===== src/rtl/epd_pkg.sv =====
package epd_pkg;

    localparam int DATA_W     = 8;
    localparam int CNT_W      = 17;
    localparam int THR_W      = 16;
    localparam int STR_W      = 5;
    localparam int CFG_W      = 32;
    localparam int STATUS_W   = 32;
    localparam int THR_LSB    = 16;
    localparam int STR_LSB    = 0;
    localparam int BIT_UNCOR  = 0;
    localparam int BIT_DONE   = 15;
    localparam int BIT_ERASED = 16;
    localparam int ZW         = $clog2(DATA_W + 1);

    typedef struct packed {
        logic [THR_W-1:0] limit;
        logic [STR_W-1:0] strength;
    } cfg_t;

    typedef struct packed {
        logic valid;
        logic erased;
        logic uncor;
    } verdict_t;

    function automatic logic [ZW-1:0] zeros_in(input logic [DATA_W-1:0] d);
        logic [ZW-1:0] n;
        n = '0;
        for (int i = 0; i < DATA_W; i++) begin
            n = n + ZW'(~d[i]);
        end
        return n;
    endfunction

    function automatic logic [CNT_W-1:0] sat_add(input logic [CNT_W-1:0] a,
                                                 input logic [ZW-1:0] b);
        logic [CNT_W:0] s;
        s = {1'b0, a} + (CNT_W+1)'(b);
        return s[CNT_W] ? {CNT_W{1'b1}} : s[CNT_W-1:0];
    endfunction

endpackage


===== src/rtl/epd_cfg_decode.sv =====
module epd_cfg_decode
    import epd_pkg::*;
(
    input  logic [CFG_W-1:0] cfg_word,
    output cfg_t             cfg
);
    always_comb begin
        cfg.limit    = cfg_word[THR_LSB +: THR_W];
        cfg.strength = cfg_word[STR_LSB +: STR_W];
    end
endmodule


===== src/rtl/epd_zero_counter.sv =====
module epd_zero_counter
    import epd_pkg::*;
(
    input  logic              clk,
    input  logic              rst,
    input  logic              in_valid,
    input  logic              in_first,
    input  logic [DATA_W-1:0] in_data,
    output logic [CNT_W-1:0]  cnt_q,
    output logic [CNT_W-1:0]  page_total
);
    logic [CNT_W-1:0] base;

    always_comb begin
        base       = in_first ? '0 : cnt_q;
        page_total = sat_add(base, zeros_in(in_data));
    end

    always_ff @(posedge clk) begin
        if (rst) begin
            cnt_q <= '0;
        end else if (in_valid) begin
            cnt_q <= page_total;
        end
    end
endmodule


===== src/rtl/epd_verdict.sv =====
module epd_verdict
    import epd_pkg::*;
(
    input  logic             clk,
    input  logic             rst,
    input  logic             accept_last,
    input  logic             dec_uncor,
    input  logic [CNT_W-1:0] page_total,
    input  logic [THR_W-1:0] limit,
    output verdict_t         verdict_q
);
    logic below, detect_on;

    always_comb begin
        detect_on = (limit != '0);
        below     = page_total < CNT_W'(limit);
    end

    always_ff @(posedge clk) begin
        if (rst) begin
            verdict_q <= '0;
        end else begin
            verdict_q.valid  <= accept_last;
            verdict_q.erased <= accept_last && dec_uncor && detect_on && below;
            verdict_q.uncor  <= accept_last && dec_uncor && !(detect_on && below);
        end
    end
endmodule


===== src/rtl/epd_status_reg.sv =====
module epd_status_reg
    import epd_pkg::*;
(
    input  logic                clk,
    input  logic                rst,
    input  verdict_t            ev,
    input  logic                wr_en,
    input  logic [STATUS_W-1:0] wr_data,
    output logic [STATUS_W-1:0] status_q
);
    logic [STATUS_W-1:0] set_v, clr_v, status_d;

    always_comb begin
        set_v             = '0;
        set_v[BIT_DONE]   = ev.valid;
        set_v[BIT_ERASED] = ev.valid && ev.erased;
        set_v[BIT_UNCOR]  = ev.valid && ev.uncor;
        clr_v             = wr_en ? wr_data : '0;
        status_d          = (status_q & ~clr_v) | set_v;
    end

    always_ff @(posedge clk) begin
        if (rst) begin
            status_q <= '0;
        end else begin
            status_q <= status_d;
        end
    end
endmodule


===== src/rtl/erased_page_detector.sv =====
module erased_page_detector
    import epd_pkg::*;
(
    input  logic                clk,
    input  logic                rst,
    input  logic [CFG_W-1:0]    cfg_word,
    input  logic                in_valid,
    input  logic [DATA_W-1:0]   in_data,
    input  logic                in_first,
    input  logic                in_last,
    input  logic                dec_uncor,
    input  logic                st_wr_en,
    input  logic [STATUS_W-1:0] st_wr_data,
    output logic [STR_W-1:0]    corr_strength,
    output logic [STATUS_W-1:0] status
);
    cfg_t             cfg;
    logic [CNT_W-1:0] zero_cnt_q;
    logic [CNT_W-1:0] page_total;
    verdict_t         verdict_q;
    logic             ev_valid, ev_erased, ev_uncor;
    logic [THR_W-1:0] cur_limit;

    epd_cfg_decode u_cfg (
        .cfg_word (cfg_word),
        .cfg      (cfg)
    );

    epd_zero_counter u_cnt (
        .clk        (clk),
        .rst        (rst),
        .in_valid   (in_valid),
        .in_first   (in_first),
        .in_data    (in_data),
        .cnt_q      (zero_cnt_q),
        .page_total (page_total)
    );

    epd_verdict u_vrd (
        .clk         (clk),
        .rst         (rst),
        .accept_last (in_valid && in_last),
        .dec_uncor   (dec_uncor),
        .page_total  (page_total),
        .limit       (cfg.limit),
        .verdict_q   (verdict_q)
    );

    epd_status_reg u_sts (
        .clk      (clk),
        .rst      (rst),
        .ev       (verdict_q),
        .wr_en    (st_wr_en),
        .wr_data  (st_wr_data),
        .status_q (status)
    );

    assign corr_strength = cfg.strength;
    assign ev_valid      = verdict_q.valid;
    assign ev_erased     = verdict_q.erased;
    assign ev_uncor      = verdict_q.uncor;
    assign cur_limit     = cfg.limit;
endmodule


===== config.mk =====
export PLATFORM = sky130hd
export DESIGN_NAME = erased_page_detector
export DESIGN_NICKNAME = d
export VERILOG_FILES = /design/src/rtl/epd_pkg.sv /design/src/rtl/epd_cfg_decode.sv /design/src/rtl/epd_zero_counter.sv /design/src/rtl/epd_verdict.sv /design/src/rtl/epd_status_reg.sv /design/src/rtl/erased_page_detector.sv
export SDC_FILE = /design/constraint.sdc
export NUM_CORES = 1
export LEC_CHECK = 0
export ABC_AREA = 1
export BUFFER_PORTS_ARGS = -buffer_cell sky130_fd_sc_hd__clkbuf_2
export CAP_MARGIN = 15
export CORE_UTILIZATION = 45
export DETAILED_ROUTE_END_ITERATION = 7
export PLACE_DENSITY_LB_ADDON = 0.1
export SLEW_MARGIN = 20
export SYNTH_ARGS = -nofsm -noshare
export SYNTH_HDL_FRONTEND = slang
export SYNTH_SLANG_ARGS = --single-unit

===== constraint.sdc =====
create_clock -name clk -period 17 [get_ports clk]
set_input_delay 4.25 -clock clk [delete_from_list [all_inputs] [get_ports clk]]
set_output_delay 4.25 -clock clk [all_outputs]
set_load 0.005 [all_outputs]

==> run metrics <==
status=completed; register-to-register setup slack=13.88 ns; max frequency=~0.11 GHz; Period Utilization, post-route=53.3%; clk_skew=about 0.007 ns; post-synthesis cell area=0.00310 mm2; antenna-violating nets left=0; Die Height=85.0 um; routability cong.=~0.88; post-layout min period=9.06 ns; CTS tree=built; Main synth FF type=dfxtp_1; Synth Net Count=544; RSZ-0062 raised after global routing=no; CP required=between 15 and 20 ns; # nets final=around 630; Worst-Skew Late Latency=0.32 ns; initial DRC count=121; CP Launch Point=in_data[0]; CTS max path bufs=2; vias per cell=4.75; hold path startpoint=u_sts.status_q[10]; register area share after synthesis=33.6%; TritonCTS Buffers=5; CP startpoint kind=input pin; IO Count=116; Hold Path End=u_sts.status_q[10]; cts hold-fix bufs=0; FP Rows=29; WHS=0.444 ns; Layout Area Growth over Synthesis=17.9%; Finish-stage setup viols=0; Synth Area in Compound Gates=11.9%; setup TNS=0 ns; Final Instance Area=0.00365 mm2; Non-Filler Instances=599; clock sink count=between 50 and 60; initial antenna violation count=0; CTS Root Buffer Type=clkbuf_8; DR vias=between 2000 and 3000; Syn Area/Cell=slightly above 7 um2; H-tree Lvls=2; DR WL/cell=around 12 um; core area=0.00649 mm2; clk slew on worst S/H paths=~0.09 ns; Die Area=roughly 0.0072 mm2; Synth async-reset ratio=0%; # resized after CTS=0; total setup buffers inserted after CTS=0; Hold Path Class=reg2reg; number of synthesized flops with an enable pin=0; DRC Markers=0; RR Endpoint=u_vrd.verdict_q[1]; Hold Path Cell Cnt=2; Inst Count DP=591; DRT Pass-1 Iters=4; Critical R2R Launch=u_cnt.cnt_q[2]; relative slew slack=36.1%; post-synthesis simple-gate area fraction=between 20% and 30%; area post-placement=around 0.0036 mm2; xor-xnor portion of the synthesized cell area=3.11%; gr usage total=20.2%; multiplexer share of the synthesized area=0%; largest family of logic cells by synthesized area=simple AND/OR/NAND/NOR gates; Pwr per Cell Area=between 70 and 80 mW/mm2; vias in the first global route=2613; first-pass GRT wire length=11600 um; Die Wd=about 85 um; largest net degree at the start of global routing=34; number of synthesized register bits=52; Initial Util=between 40% and 50%; critical path class=in2reg; maximum fanout along the worst path=15; Max IR drop VDD=0.0347 mV; Worst-Margin Slew=between 0.9 and 1 ns; hpwl dp=5390 um; antenna diode count=0; GR Overflow Total=0; adder-cell share of the synthesized area=12.1%; synth unique cells=32; Synth warnings=0; P_leak=1.97 nW; CP endpoint kind=flop; Final Hold Vio Count=0; fill count=663; total wire length=7010 um; Arr. time, crit path=9.32 ns; share of layout cells above drive strength 1=23.8%; Max Cap Viol=0; Port-buffer cells=94; Worst R2R Path Depth=22; Slew Limit Fails=0; Post-Syn Instances=438
per-layer routing:
layer | wire length [um] | up-vias | global-route usage [%]
met4 | 79 | 0 | 5.55
li1 | - | 1532 | -
met2 | 3170 | 75 | 34.1
met1 | 3380 | 1226 | 26.3
met5 | 0 | - | 0
met3 | 388 | 10 | 3.99
registers in the layout, indices dropped and copies added, names as in the netlist:
signal,cells
u_cnt.cnt_q,17
u_sts.status_q,32
u_vrd.verdict_q,3
where the power goes:
| part | internal [mW] | switching (mW) | total (mW) | leakage (nW) |
|---|---|---|---|---|
| clock | 0.0296 | 0.0443 | 0.0739 | 0.0485 |
| sequential | 0.126 | 0.00183 | 0.127 | 0.423 |
| combinational | 0.0291 | 0.0437 | 0.0728 | 1.50 |
critical path, cell delays in order:
cell	delay, ns
clkbuf_2	0.09
fa_1	0.53
inv_1	0.05
fa_1	0.53
fa_1	0.43
ha_1	0.22
fa_1	0.38
xor2_1	0.15
ha_1	0.37
a21oi_1	0.22
nand2_1	0.14
nand3_1	0.11
nand2_2	0.08
nand2_2	0.11
nor2_4	0.05
nand2_2	0.31
nand3_1	0.19
ha_1	0.33
a21oi_1	0.15
o21a_1	0.12
nand2_1	0.07
nand2_1	0.06
nand2_1	0.05
nand2_1	0.06
nand2_1	0.04
nand2_1	0.08
nand2_1	0.05
nor2_1	0.07
worst max path at each step:
stage / to / slack (ns) / depth (start not counted)
after floorplan: u_vrd.verdict_q[1] / 8.30 / 29
after global placement: u_vrd.verdict_q[1] / 7.70 / 28
after detailed placement: u_vrd.verdict_q[1] / 7.70 / 28
after CTS: u_vrd.verdict_q[1] / 7.99 / 28
after global routing: u_vrd.verdict_q[1] / 7.57 / 28
final: u_vrd.verdict_q[1] / 7.94 / 28
cells in the mapped netlist (all sizes together) (4+ instances only):
cell type	instances	share of area (%)
nand2	104	14
inv	76	9.4
dfxtp	52	34
a21oi	51	8.2
nor2	41	6.0
ha	22	8.9
nand3	21	3.6
o21ai	18	2.9
buf	10	2.4
clkbuf	8	0.97
nor3	7	1.3
xor2	7	2.0
fa	5	3.2
nand4	5	1.0
xnor2	4	1.1
cell families after synthesis:
family	count (synthesis)
AOI/OAI and AO/OA	72
xor gates and xnor gates	11
buffers and inverters	94
adders and majority gates	27
DFF	52
and+or+nand+nor	182
metrics by stage:
step	power, mW	worst slack, ns	utilization [%]
after floorplan	0.182	8.30	-
after global placement	0.201	7.70	54.8
after detailed placement	0.202	7.70	54.8
after CTS	0.277	7.99	56.3
after global routing	0.293	7.57	56.3
final	0.274	7.94	56.3
cells in the final DEF (no fill, tap or decap), drive strengths merged:
master  count
nand2     104
clkbuf     99
inv        77
dfxtp      52
a21oi      51
nor2       41
ha         22
nand3      21
o21ai      18
xor2        7
nor3        7
nand4       5
fa          5
xnor2       4
or2         3
clkinv      2
nand3b      1
a31oi       1
a41oi       1
o21a        1
final cells by class:
type	instances	area [um2]	share of cell area, %
Multi-Input combinational cell	292	1660	45.5
Sequential cell	52	1040	28.5
Timing Repair Buffer	94	470	12.9
Inverter	76	290	7.95
Tap cell	77	96.3	2.64
Clock buffer	5	68.8	1.88
Clock inverter	3	22.5	0.616
No activity file was read; power rests on OpenSTA's default activity.
